[config.mk]
export PLATFORM = sky130hd
export DESIGN_NAME = perif_access_ext
export DESIGN_NICKNAME = d
export VERILOG_FILES = /design/src/rtl/pax_pkg.sv /design/src/rtl/pax_decode.sv /design/src/rtl/pax_pacer.sv /design/src/rtl/pax_rdmux.sv /design/src/rtl/perif_access_ext.sv
export SDC_FILE = /design/constraint.sdc
export NUM_CORES = 1
export LEC_CHECK = 0
export BUFFER_PORTS_ARGS = -buffer_cell sky130_fd_sc_hd__clkbuf_2
export CORE_AREA = 2 2 156 158
export DETAILED_ROUTE_END_ITERATION = 8
export DIE_AREA = 0 0 158 160
export GPL_TIMING_DRIVEN = 0
export PLACE_DENSITY = 0.43
export SLEW_MARGIN = 20
export SYNTH_ARGS = -nofsm -noshare
export SYNTH_HDL_FRONTEND = slang
export SYNTH_SLANG_ARGS = --single-unit
[constraint.sdc]
create_clock -name clk -period 3.12 [get_ports clk]
set_clock_uncertainty 0.15 [all_clocks]
set_input_delay 0.624 -clock clk [delete_from_list [all_inputs] [get_ports clk]]
set_output_delay 0.624 -clock clk [all_outputs]
set_load 0.03 [all_outputs]
[src/rtl/pax_pkg.sv]
package pax_pkg;

  // Clamp a raw divide request into the supported range.
  function automatic int unsigned clamp_div(input int unsigned raw,
                                            input int unsigned lo,
                                            input int unsigned hi);
    if (raw < lo) return lo;
    if (raw > hi) return hi;
    return raw;
  endfunction

  // Count value of the final cycle of an access stretched by div.
  function automatic int unsigned final_count(input int unsigned div);
    return div - 1;
  endfunction

  // Region index of a window-relative address.
  function automatic int unsigned region_of(input int unsigned rel,
                                            input int unsigned region_w);
    return rel >> region_w;
  endfunction

endpackage

[src/rtl/pax_decode.sv]
module pax_decode #(
  parameter int ADDR_W   = 16,
  parameter int REGION_W = 10,
  parameter int SEL_N    = 8,
  parameter logic [ADDR_W-1:0] BASE = 16'h4000
) (
  input  logic [ADDR_W-1:0]   addr,
  output logic                hit,
  output logic [SEL_N-1:0]    sel_vec,
  output logic [REGION_W-1:0] offset
);
  import pax_pkg::*;

  localparam int SEL_W = $clog2(SEL_N);
  localparam logic [ADDR_W:0] WIN = (ADDR_W+1)'(SEL_N) << REGION_W;

  logic [ADDR_W-1:0] rel;
  logic [SEL_W-1:0]  idx;

  assign rel    = addr - BASE;
  assign hit    = {1'b0, rel} < WIN;
  assign idx    = SEL_W'(region_of(32'(rel), REGION_W));
  assign offset = rel[REGION_W-1:0];

  for (genvar i = 0; i < SEL_N; i++) begin : g_sel
    assign sel_vec[i] = hit && (idx == SEL_W'(i));
  end

endmodule

[src/rtl/pax_pacer.sv]
module pax_pacer #(
  parameter int DIV_W   = 5,
  parameter int DIV_MIN = 2,
  parameter int DIV_MAX = 16
) (
  input  logic             clk,
  input  logic             rst_n,
  input  logic             start,
  input  logic [DIV_W-1:0] cfg_div,
  output logic             active,
  output logic             last
);
  import pax_pkg::*;

  localparam int CNT_W = $clog2(DIV_MAX + 1);

  logic [CNT_W-1:0] cnt;
  logic [CNT_W-1:0] div_lat;
  logic [CNT_W-1:0] div_now;

  assign div_now = CNT_W'(clamp_div(32'(cfg_div), DIV_MIN, DIV_MAX));
  assign last    = active && (cnt == CNT_W'(final_count(32'(div_lat))));

  always_ff @(posedge clk or negedge rst_n) begin
    if (!rst_n) begin
      active  <= 1'b0;
      cnt     <= '0;
      div_lat <= CNT_W'(DIV_MIN);
    end else if (start) begin
      active  <= 1'b1;
      cnt     <= '0;
      div_lat <= div_now;
    end else if (active) begin
      if (last) begin
        active <= 1'b0;
        cnt    <= '0;
      end else begin
        cnt <= cnt + 1'b1;
      end
    end
  end

  AST_DIV_RANGE: assert property (@(posedge clk) disable iff (!rst_n)
    (div_lat >= CNT_W'(DIV_MIN)) && (div_lat <= CNT_W'(DIV_MAX)));
  AST_CNT_BOUND: assert property (@(posedge clk) disable iff (!rst_n)
    active |-> (cnt < div_lat));
  AST_DIV_HOLD: assert property (@(posedge clk) disable iff (!rst_n)
    (active && !last) |=> $stable(div_lat));
  AST_NO_RESTART: assert property (@(posedge clk) disable iff (!rst_n)
    active |-> !start);

endmodule

[src/rtl/pax_rdmux.sv]
module pax_rdmux #(
  parameter int SEL_N  = 8,
  parameter int DATA_W = 32
) (
  input  logic [SEL_N-1:0]        sel,
  input  logic [SEL_N*DATA_W-1:0] lanes,
  output logic [DATA_W-1:0]       rdata
);
  logic [DATA_W-1:0] masked [SEL_N];

  for (genvar i = 0; i < SEL_N; i++) begin : g_lane
    assign masked[i] = {DATA_W{sel[i]}} & lanes[i*DATA_W +: DATA_W];
  end

  always_comb begin
    rdata = '0;
    for (int i = 0; i < SEL_N; i++) rdata = rdata | masked[i];
  end

endmodule

[src/rtl/perif_access_ext.sv]
module perif_access_ext #(
  parameter int ADDR_W   = 16,
  parameter int DATA_W   = 32,
  parameter int REGION_W = 10,
  parameter int SEL_N    = 8,
  parameter int DIV_W    = 5,
  parameter int DIV_MIN  = 2,
  parameter int DIV_MAX  = 16,
  parameter logic [ADDR_W-1:0] BASE = 16'h4000
) (
  input  logic                    clk,
  input  logic                    rst_n,
  input  logic [DIV_W-1:0]        cfg_div,
  input  logic                    cpu_req,
  input  logic                    cpu_write,
  input  logic [ADDR_W-1:0]       cpu_addr,
  input  logic [DATA_W-1:0]       cpu_wdata,
  output logic                    cpu_wait,
  output logic                    cpu_ready,
  output logic                    cpu_err,
  output logic [DATA_W-1:0]       cpu_rdata,
  output logic [SEL_N-1:0]        per_sel,
  output logic [REGION_W-1:0]     per_addr,
  output logic [DATA_W-1:0]       per_wdata,
  output logic                    per_we,
  output logic                    per_clk_en,
  input  logic [SEL_N*DATA_W-1:0] per_rdata
);

  // Named internal events
  logic                hit;
  logic [SEL_N-1:0]    sel_vec;
  logic [REGION_W-1:0] offset;
  logic                busy;
  logic                accept;
  logic                start;
  logic                active;
  logic                last;
  logic                err_q;
  logic                we_q;
  logic [SEL_N-1:0]    sel_q;
  logic [REGION_W-1:0] addr_q;
  logic [DATA_W-1:0]   wdata_q;
  logic [DATA_W-1:0]   lane_rdata;

  pax_decode #(
    .ADDR_W(ADDR_W), .REGION_W(REGION_W), .SEL_N(SEL_N), .BASE(BASE)
  ) u_dec (
    .addr(cpu_addr), .hit(hit), .sel_vec(sel_vec), .offset(offset)
  );

  assign busy   = active || err_q;
  assign accept = cpu_req && !busy;
  assign start  = accept && hit;

  pax_pacer #(
    .DIV_W(DIV_W), .DIV_MIN(DIV_MIN), .DIV_MAX(DIV_MAX)
  ) u_pace (
    .clk(clk), .rst_n(rst_n), .start(start), .cfg_div(cfg_div),
    .active(active), .last(last)
  );

  always_ff @(posedge clk or negedge rst_n) begin
    if (!rst_n) begin
      err_q   <= 1'b0;
      we_q    <= 1'b0;
      sel_q   <= '0;
      addr_q  <= '0;
      wdata_q <= '0;
    end else begin
      err_q <= accept && !hit;
      if (start) begin
        sel_q   <= sel_vec;
        addr_q  <= offset;
        wdata_q <= cpu_wdata;
        we_q    <= cpu_write;
      end else if (last) begin
        sel_q <= '0;
        we_q  <= 1'b0;
      end
    end
  end

  pax_rdmux #(.SEL_N(SEL_N), .DATA_W(DATA_W)) u_rd (
    .sel(sel_q), .lanes(per_rdata), .rdata(lane_rdata)
  );

  assign cpu_wait   = active && !last;
  assign cpu_ready  = last || err_q;
  assign cpu_err    = err_q;
  assign cpu_rdata  = (last && !we_q) ? lane_rdata : '0;
  assign per_sel    = sel_q;
  assign per_addr   = addr_q;
  assign per_wdata  = wdata_q;
  assign per_we     = we_q;
  assign per_clk_en = last;

  AST_SEL_ONEHOT: assert property (@(posedge clk) disable iff (!rst_n)
    $onehot0(per_sel));
  AST_SEL_ACTIVE: assert property (@(posedge clk) disable iff (!rst_n)
    active |-> (per_sel != '0));
  AST_SEL_HOLD: assert property (@(posedge clk) disable iff (!rst_n)
    (active && !last) |=> ($stable(per_sel) && $stable(per_addr)));
  AST_SEL_DROP: assert property (@(posedge clk) disable iff (!rst_n)
    (cpu_ready && !cpu_err) |=> (per_sel == '0));
  AST_WAIT_EXCL: assert property (@(posedge clk) disable iff (!rst_n)
    !(cpu_wait && cpu_ready));
  AST_ERR_NOSEL: assert property (@(posedge clk) disable iff (!rst_n)
    cpu_err |-> ((per_sel == '0) && cpu_ready && !cpu_wait));
  AST_ERR_ONECYC: assert property (@(posedge clk) disable iff (!rst_n)
    cpu_err |=> !cpu_err);
  AST_WE_SEL: assert property (@(posedge clk) disable iff (!rst_n)
    per_we |-> (per_sel != '0));
  AST_RDATA_IDLE: assert property (@(posedge clk) disable iff (!rst_n)
    !cpu_ready |-> (cpu_rdata == '0));
  AST_CLKEN_READY: assert property (@(posedge clk) disable iff (!rst_n)
    per_clk_en |-> (cpu_ready && !cpu_err));

endmodule

==> qor.yml, run 1 <==
drc: 0
initial_utilization_pct: 17.7
num_vias: 5977
fin_util_pct: 31.9
netlist_top_cells_area: "dfrtp_1 (37%), nand2_1 (13%), a22oi_1 (12%)"
worst_path_most_repeated_cell: "buf_12"
final_cells: 1252
dp.cells: 1223
cp-start-kind: "flop"
ys_seq_elements: 63
worst-r2r-setup-slack_ns: 0.71
synth_nets: 814
root_buffer: "clkbuf_16"
pin_count: 400
p_leak_nw: 4.00
dieArea_sq_mm: 0.0253
die_h_um: 160
synthCells: 499
worst_ep_required_time_ns: 2.35
p_comb_share_pct: 63.0
final.fill_count: 2676
cts_sinks: 63
avgSynthCellArea_sq_um: 8.45
grt_overflow_total: 0
hold_viol_final: 0
die_w_um: 158
status: "finished, violations left"
dpl_cell_area_sq_mm: 0.00664
yosys.area.top_type: "dfrtp_1"
grt_max_degree: 36
slowest_stage: "dfstp_2"
reg2reg_depth: 10
post-route-min-period_ns: 3.37
slew_violations: 0
port_buffers: 399
nets: 1233
grt_pass1_vias: 6312
ir_worst_vdd_uv: 436
clockBufferDepth: 2
p_sw_w: 0.00349
htreeDepth: 3
crit_chain: "inv_2, ha_4, xnor2_1, o2bb2ai_2, a2111o_1, buf_12, buf_12, a311oi_4, clkbuf_8"
reg2reg_to: "u_pace.cnt[4]"
ctsHoldBuffers: 0
p_seq_share_pct: 23.4
cts_tree: "done"
fin_crit_sh_pct: 108
grt_first_pass_wirelength_mm: 42.2
hold_path_class: "input pin to async pin"
cp-end-kind: "output port"
tightest_slew_ns: 1.02
setup_viol: 34
cap_violations: 0
place_hpwl_mm: 24.2
antenna_found_initial: 8
synth_most_common_cell: "nand2_1"
crit_arrival_ns: 2.60
dr.pass1.iters: 5
worstSkewPairLatency_ns: 0.33
path_delay_family: "compound AO/OA/AOI/OAI gates"
relSlewSlack_pct: 31.8
max_clock_freq_mhz: 296
yosysWarningCount: 0
crit_cells: 9
ys_top_cells_by_count: "nand2_1 (148), a22oi_1 (66), dfrtp_1 (62)"
seq_area_frac_synth_pct: 37.4
switching_share_pct: 52.5
cp_num_buf_inv: 4
clock_power_share_pct: 13.6
rows: 57
startpoint: "u_pace.div_lat[1]"
slowest_delay_ns: 0.53
cts_made_buffers: 9
synth_top_area_share_pct: 36.8
synth_edf_count: 0
viasPerCell: 4.77
synth_area_sq_mm: 0.00422
p_int_w: 0.00316
path_clk_slew_ns: 0.05
finalSetupTns_ns: -6.19
yosys.cell_types.count: 42
drive_gt1_share_pct: 53.7
worst-path-max-fanout: 7
ys.flop_type: "dfrtp_1"
drt-total-wl_mm: 30.2
worstReg2RegStart: "u_pace.div_lat[1]"
core_sq_mm: 0.0238
crit_type: "flop to output port"
grt_usage_pct: 23.1
endpoint: "cpu_rdata[17]"
post_drt_wl_per_cell_um: 24.1
powerDensity_mw_per_mm2: 876
syn_to_final_growth_pct: 80.0
final_antenna_net_count: 0
async_reset_ff_share_pct: 100
failed_checks: "setup timing"
first_iter_violations: 289
setup_ws_ns: -0.254
design_area_sq_mm: 0.00759
whs_ns: 0.120
rsz0062_at_grt: "yes"
place_congestion: 0.858
==> cell usage in the layout (no fill, tap or decap), types with 6 or more instances in the layout <==
| cell type | Yosys | layout |
|---|---|---|
| clkbuf_16 | 0 | 9 |
| clkbuf_1 | 45 | 26 |
| clkbuf_2 | 0 | 381 |
| a22o_1 | 32 | 32 |
| clkbuf_8 | 0 | 18 |
| a311oi_2 | 0 | 26 |
| a22oi_1 | 66 | 66 |
| a221oi_1 | 32 | 32 |
| buf_4 | 2 | 25 |
| dfrtp_1 | 62 | 59 |
| nand2_1 | 148 | 148 |
| diode_2 | 0 | 6 |
| o21ai_0 | 14 | 14 |
==> registers in the layout (all words and copies together), names as in the netlist <==
register,cells
u_pace.active,1
per_sel,8
u_pace.cnt,5
u_pace.div_lat,5
per_wdata,32
cpu_err,1
per_addr,10
per_we,1
==> timing repair <==
item | CTS | global route
gates cloned | 3 | 0
endpoints found under the setup margin | 35 | 35
pin swaps | 24 | 11
setup buffers | 7 | 3
resized for setup | 119 | 33
endpoints found under the hold margin | 0 | 0
==> power by group through the flow <==
| stage | combinational, W | clock, W | sequential, W |
|---|---|---|---|
| after floorplan | 0.00164 | 0 | 0.00209 |
| after global placement | 0.00383 | 0 | 0.00147 |
| after detailed placement | 0.00384 | 0 | 0.00147 |
| after CTS | 0.00416 | 0.000942 | 0.00156 |
| after global routing | 0.00448 | 0.000980 | 0.00161 |
| final | 0.00419 | 0.000904 | 0.00156 |
==> layer usage <==
metal	vias to the layer above	wire (um)	global-route usage, %
met4	4	957	8.27
met5	-	32	0
li1	2768	-	-
met1	2856	11400	26.4
met3	55	2510	6.13
met2	294	15200	41.0
==> cells by family (layout without fill, tap and decap cells) <==
group           Yosys count  in the layout  share of synthesized area, %
compound gates          197            197                          37.4
xor+xnor                  6              6                          1.25
fa+ha+maj                 2              2                         0.594
buf+inv                  60            483                          6.59
flops                    63             63                          37.4
mux                       1              1                         0.237
other cells               0              6                             0
simple gates            170            170                          16.5
==> layout make-up <==
class                      count  area (sq um)  area share, %
sequential                    63          1580           20.8
multi-input combinational    376          2640           34.8
buffer                        51           300           3.96
clock buffer                  14           254           3.35
antenna                        6          15.0          0.198
inverter                       5          21.3          0.280
timing repair buffer         412          2360           31.2
tap                          324           405           5.34
clock inverter                 1          5.00         0.0660
==> through the flow <==
step           total power [W]  setup WS [ns]
6_report               0.00665         -0.254
5_1_grt                0.00707         -0.357
4_1_cts                0.00666         -0.276
3_5_place_dp           0.00531         -0.788
3_3_place_gp           0.00530         -0.711
2_1_floorplan          0.00373         -0.224
==> worst min-delay path by stage <==
stage                       from       endpoint  slack, ns
floorplan                  rst_n        cpu_err       0.18
global placement    per_wdata[1]   per_wdata[1]       0.31
global route               rst_n   per_wdata[5]       0.15
CTS                        rst_n  per_wdata[10]       0.13
finish                     rst_n   per_wdata[5]       0.12
detailed placement   per_addr[4]    per_addr[4]       0.31
Power figures use the tool's default switching activity.
==> run 2: changes to the inputs <==
==> constraint.sdc (replaced) <==
create_clock -name clk -period 3.12 [get_ports clk]
set_clock_uncertainty 0.15 [all_clocks]
set_input_delay 0.624 -clock clk [delete_from_list [all_inputs] [get_ports clk]]
set_output_delay 0.624 -clock clk [all_outputs]
set_load 0.02 [all_outputs]
==> run 2 against run 1 <==
Effect of this change: the run still ends with setup timing left; register-to-register slack hardly changed; power is 5.9% lower; sequential share of layout area is 0.42 points higher; sequential cell count stayed put; largest power group unchanged; largest cell class is now multi-input gates; critical endpoint is now cpu_rdata[22]; critical path type unchanged; cell count stayed put; die area stayed put; utilization is 0.66 points lower; clock power hardly changed.
==> qor.yml, run 2 (synthesized netlist as in run 1, its figures left out) <==
cp-start-kind: "flop"
die_h_um: 160
nets: 1232
clockBufferDepth: 2
final_antenna_net_count: 0
setup_viol: 34
fin_crit_sh_pct: 106
p_seq_share_pct: 24.9
worstSkewPairLatency_ns: 0.33
core_sq_mm: 0.0238
grt_pass1_vias: 6333
slew_violations: 0
drive_gt1_share_pct: 53.7
final.fill_count: 2698
place_congestion: 0.858
ir_worst_vdd_uv: 383
post_drt_wl_per_cell_um: 24.1
hold_path_class: "input pin to async pin"
initial_utilization_pct: 17.7
syn_to_final_growth_pct: 76.3
grt_overflow_total: 0
status: "finished, violations left"
whs_ns: 0.120
cts_made_buffers: 9
port_buffers: 399
p_sw_w: 0.00315
num_vias: 6004
powerDensity_mw_per_mm2: 842
cts_tree: "done"
mostFrequentLayoutCells: "clkbuf_2 (381), nand2_1 (148), a22oi_1 (66), dfrtp_1 (60), buf_4 (41)"
tightest_slew_ns: 1.01
final_common_cell: "clkbuf_2"
hold_viol_final: 0
root_buffer: "clkbuf_16"
path_clk_slew_ns: 0.05
relSlewSlack_pct: 32.8
preCtsSetupSlack_ns: -0.752
worst-path-max-fanout: 10
grt_max_degree: 36
post-route-min-period_ns: 3.32
switching_share_pct: 50.3
finalSetupTns_ns: -4.76
cts_sinks: 63
max_clock_freq_mhz: 301
dieArea_sq_mm: 0.0253
drc: 0
pin_count: 400
met1_usage_pct: 26.2
p_int_w: 0.00311
p_total_w: 0.00626
drt-total-wl_mm: 30.1
grt_first_pass_wirelength_mm: 42.1
p_leak_nw: 3.97
largest_reg_flops: 32
crit_type: "flop to output port"
met3_usage_pct: 6.13
grtUsageMet2_pct: 41.1
grt_usage_pct: 23.0
antenna_found_initial: 8
p_comb_share_pct: 60.7
cap_violations: 0
worst_ep_required_time_ns: 2.35
htreeDepth: 3
rsz0062_at_grt: "yes"
first_iter_violations: 283
crit_arrival_ns: 2.54
clock_power_share_pct: 14.4
viasPerCell: 4.80
cp-end-kind: "output port"
busiest_layer: "met2"
die_w_um: 158
rows: 57
worst-r2r-setup-slack_ns: 0.72
place_hpwl_mm: 24.2
dr.pass1.iters: 5
failed_checks: "setup timing"
setup_ws_ns: -0.197
## run 2: cell types whose count changed in the layout (fill, tap and decap cells not counted), sizes merged
cell / change
clkbuf: -14
diode: +1
buf: +13
## run 2: what timing repair did
| action | CTS | global route |
|---|---|---|
| gates resized for setup | 102 | 46 |
| pin swaps | 23 | 10 |
| hold buffers | 0 | 0 |
| setup endpoints to repair | 35 | 35 |
| setup buffers | 8 | 2 |
| cloned | 2 | 0 |
## run 2: layout make-up
class	count	area, sq um	area share, %
Antenna cell	7	17.5	0.236
Buffer	51	303	4.07
Clock buffer	14	254	3.42
Clock inverter	1	5.00	0.0673
Inverter	5	21.3	0.286
Multi-Input combinational cell	376	2610	35.1
Sequential cell	63	1580	21.3
Tap cell	324	405	5.45
Timing Repair Buffer	411	2240	30.1
## run 2: per-stage QoR
step / cell area [sq um] / std cells / util, %
after CTS: 7380 / 1244 / 31.0
final: 7430 / 1252 / 31.2
after global placement: 6620 / 1222 / 27.8
after floorplan: 4220 / 499 / -
after detailed placement: 6640 / 1223 / 27.9
after global routing: 7430 / 1252 / 31.2
## run 2: power by group through the flow
stage / Clock (W) / Combinational (W) / Sequential (W)
after floorplan: 0 / 0.00158 / 0.00184
final: 0.000903 / 0.00380 / 0.00156
after CTS: 0.000942 / 0.00381 / 0.00156
after detailed placement: 0 / 0.00352 / 0.00147
after global routing: 0.000980 / 0.00409 / 0.00161
after global placement: 0 / 0.00351 / 0.00147
## run 2: metal layers
layer / wire length, um / vias to the layer above
li1: - / 2760
met1: 11500 / 2885
met5: 13 / -
met2: 15300 / 305
met3: 2480 / 52
met4: 852 / 2
## run 2: critical path, cell delays in order (launching register included)
cell and delay (ns):
dfstp_2 0.53, inv_2 0.05, ha_4 0.25, xor2_1 0.16
o211ai_2 0.10, a2111o_1 0.36, buf_12 0.18, buf_12 0.15
a311oi_2 0.24, buf_4 0.20
## run 2: final timing paths
check	to	cells past startpoint	from
setup / recovery	cpu_rdata[22]	9	u_pace.div_lat[1]
hold / removal	per_wdata[5]	1	rst_n
setup reg to reg	u_pace.cnt[4]	10	u_pace.div_lat[1]
hold reg to reg	per_addr[4]	2	per_addr[4]
max in group asynchronous	per_sel[6]	2	rst_n
min in group clk	per_addr[4]	2	per_addr[4]
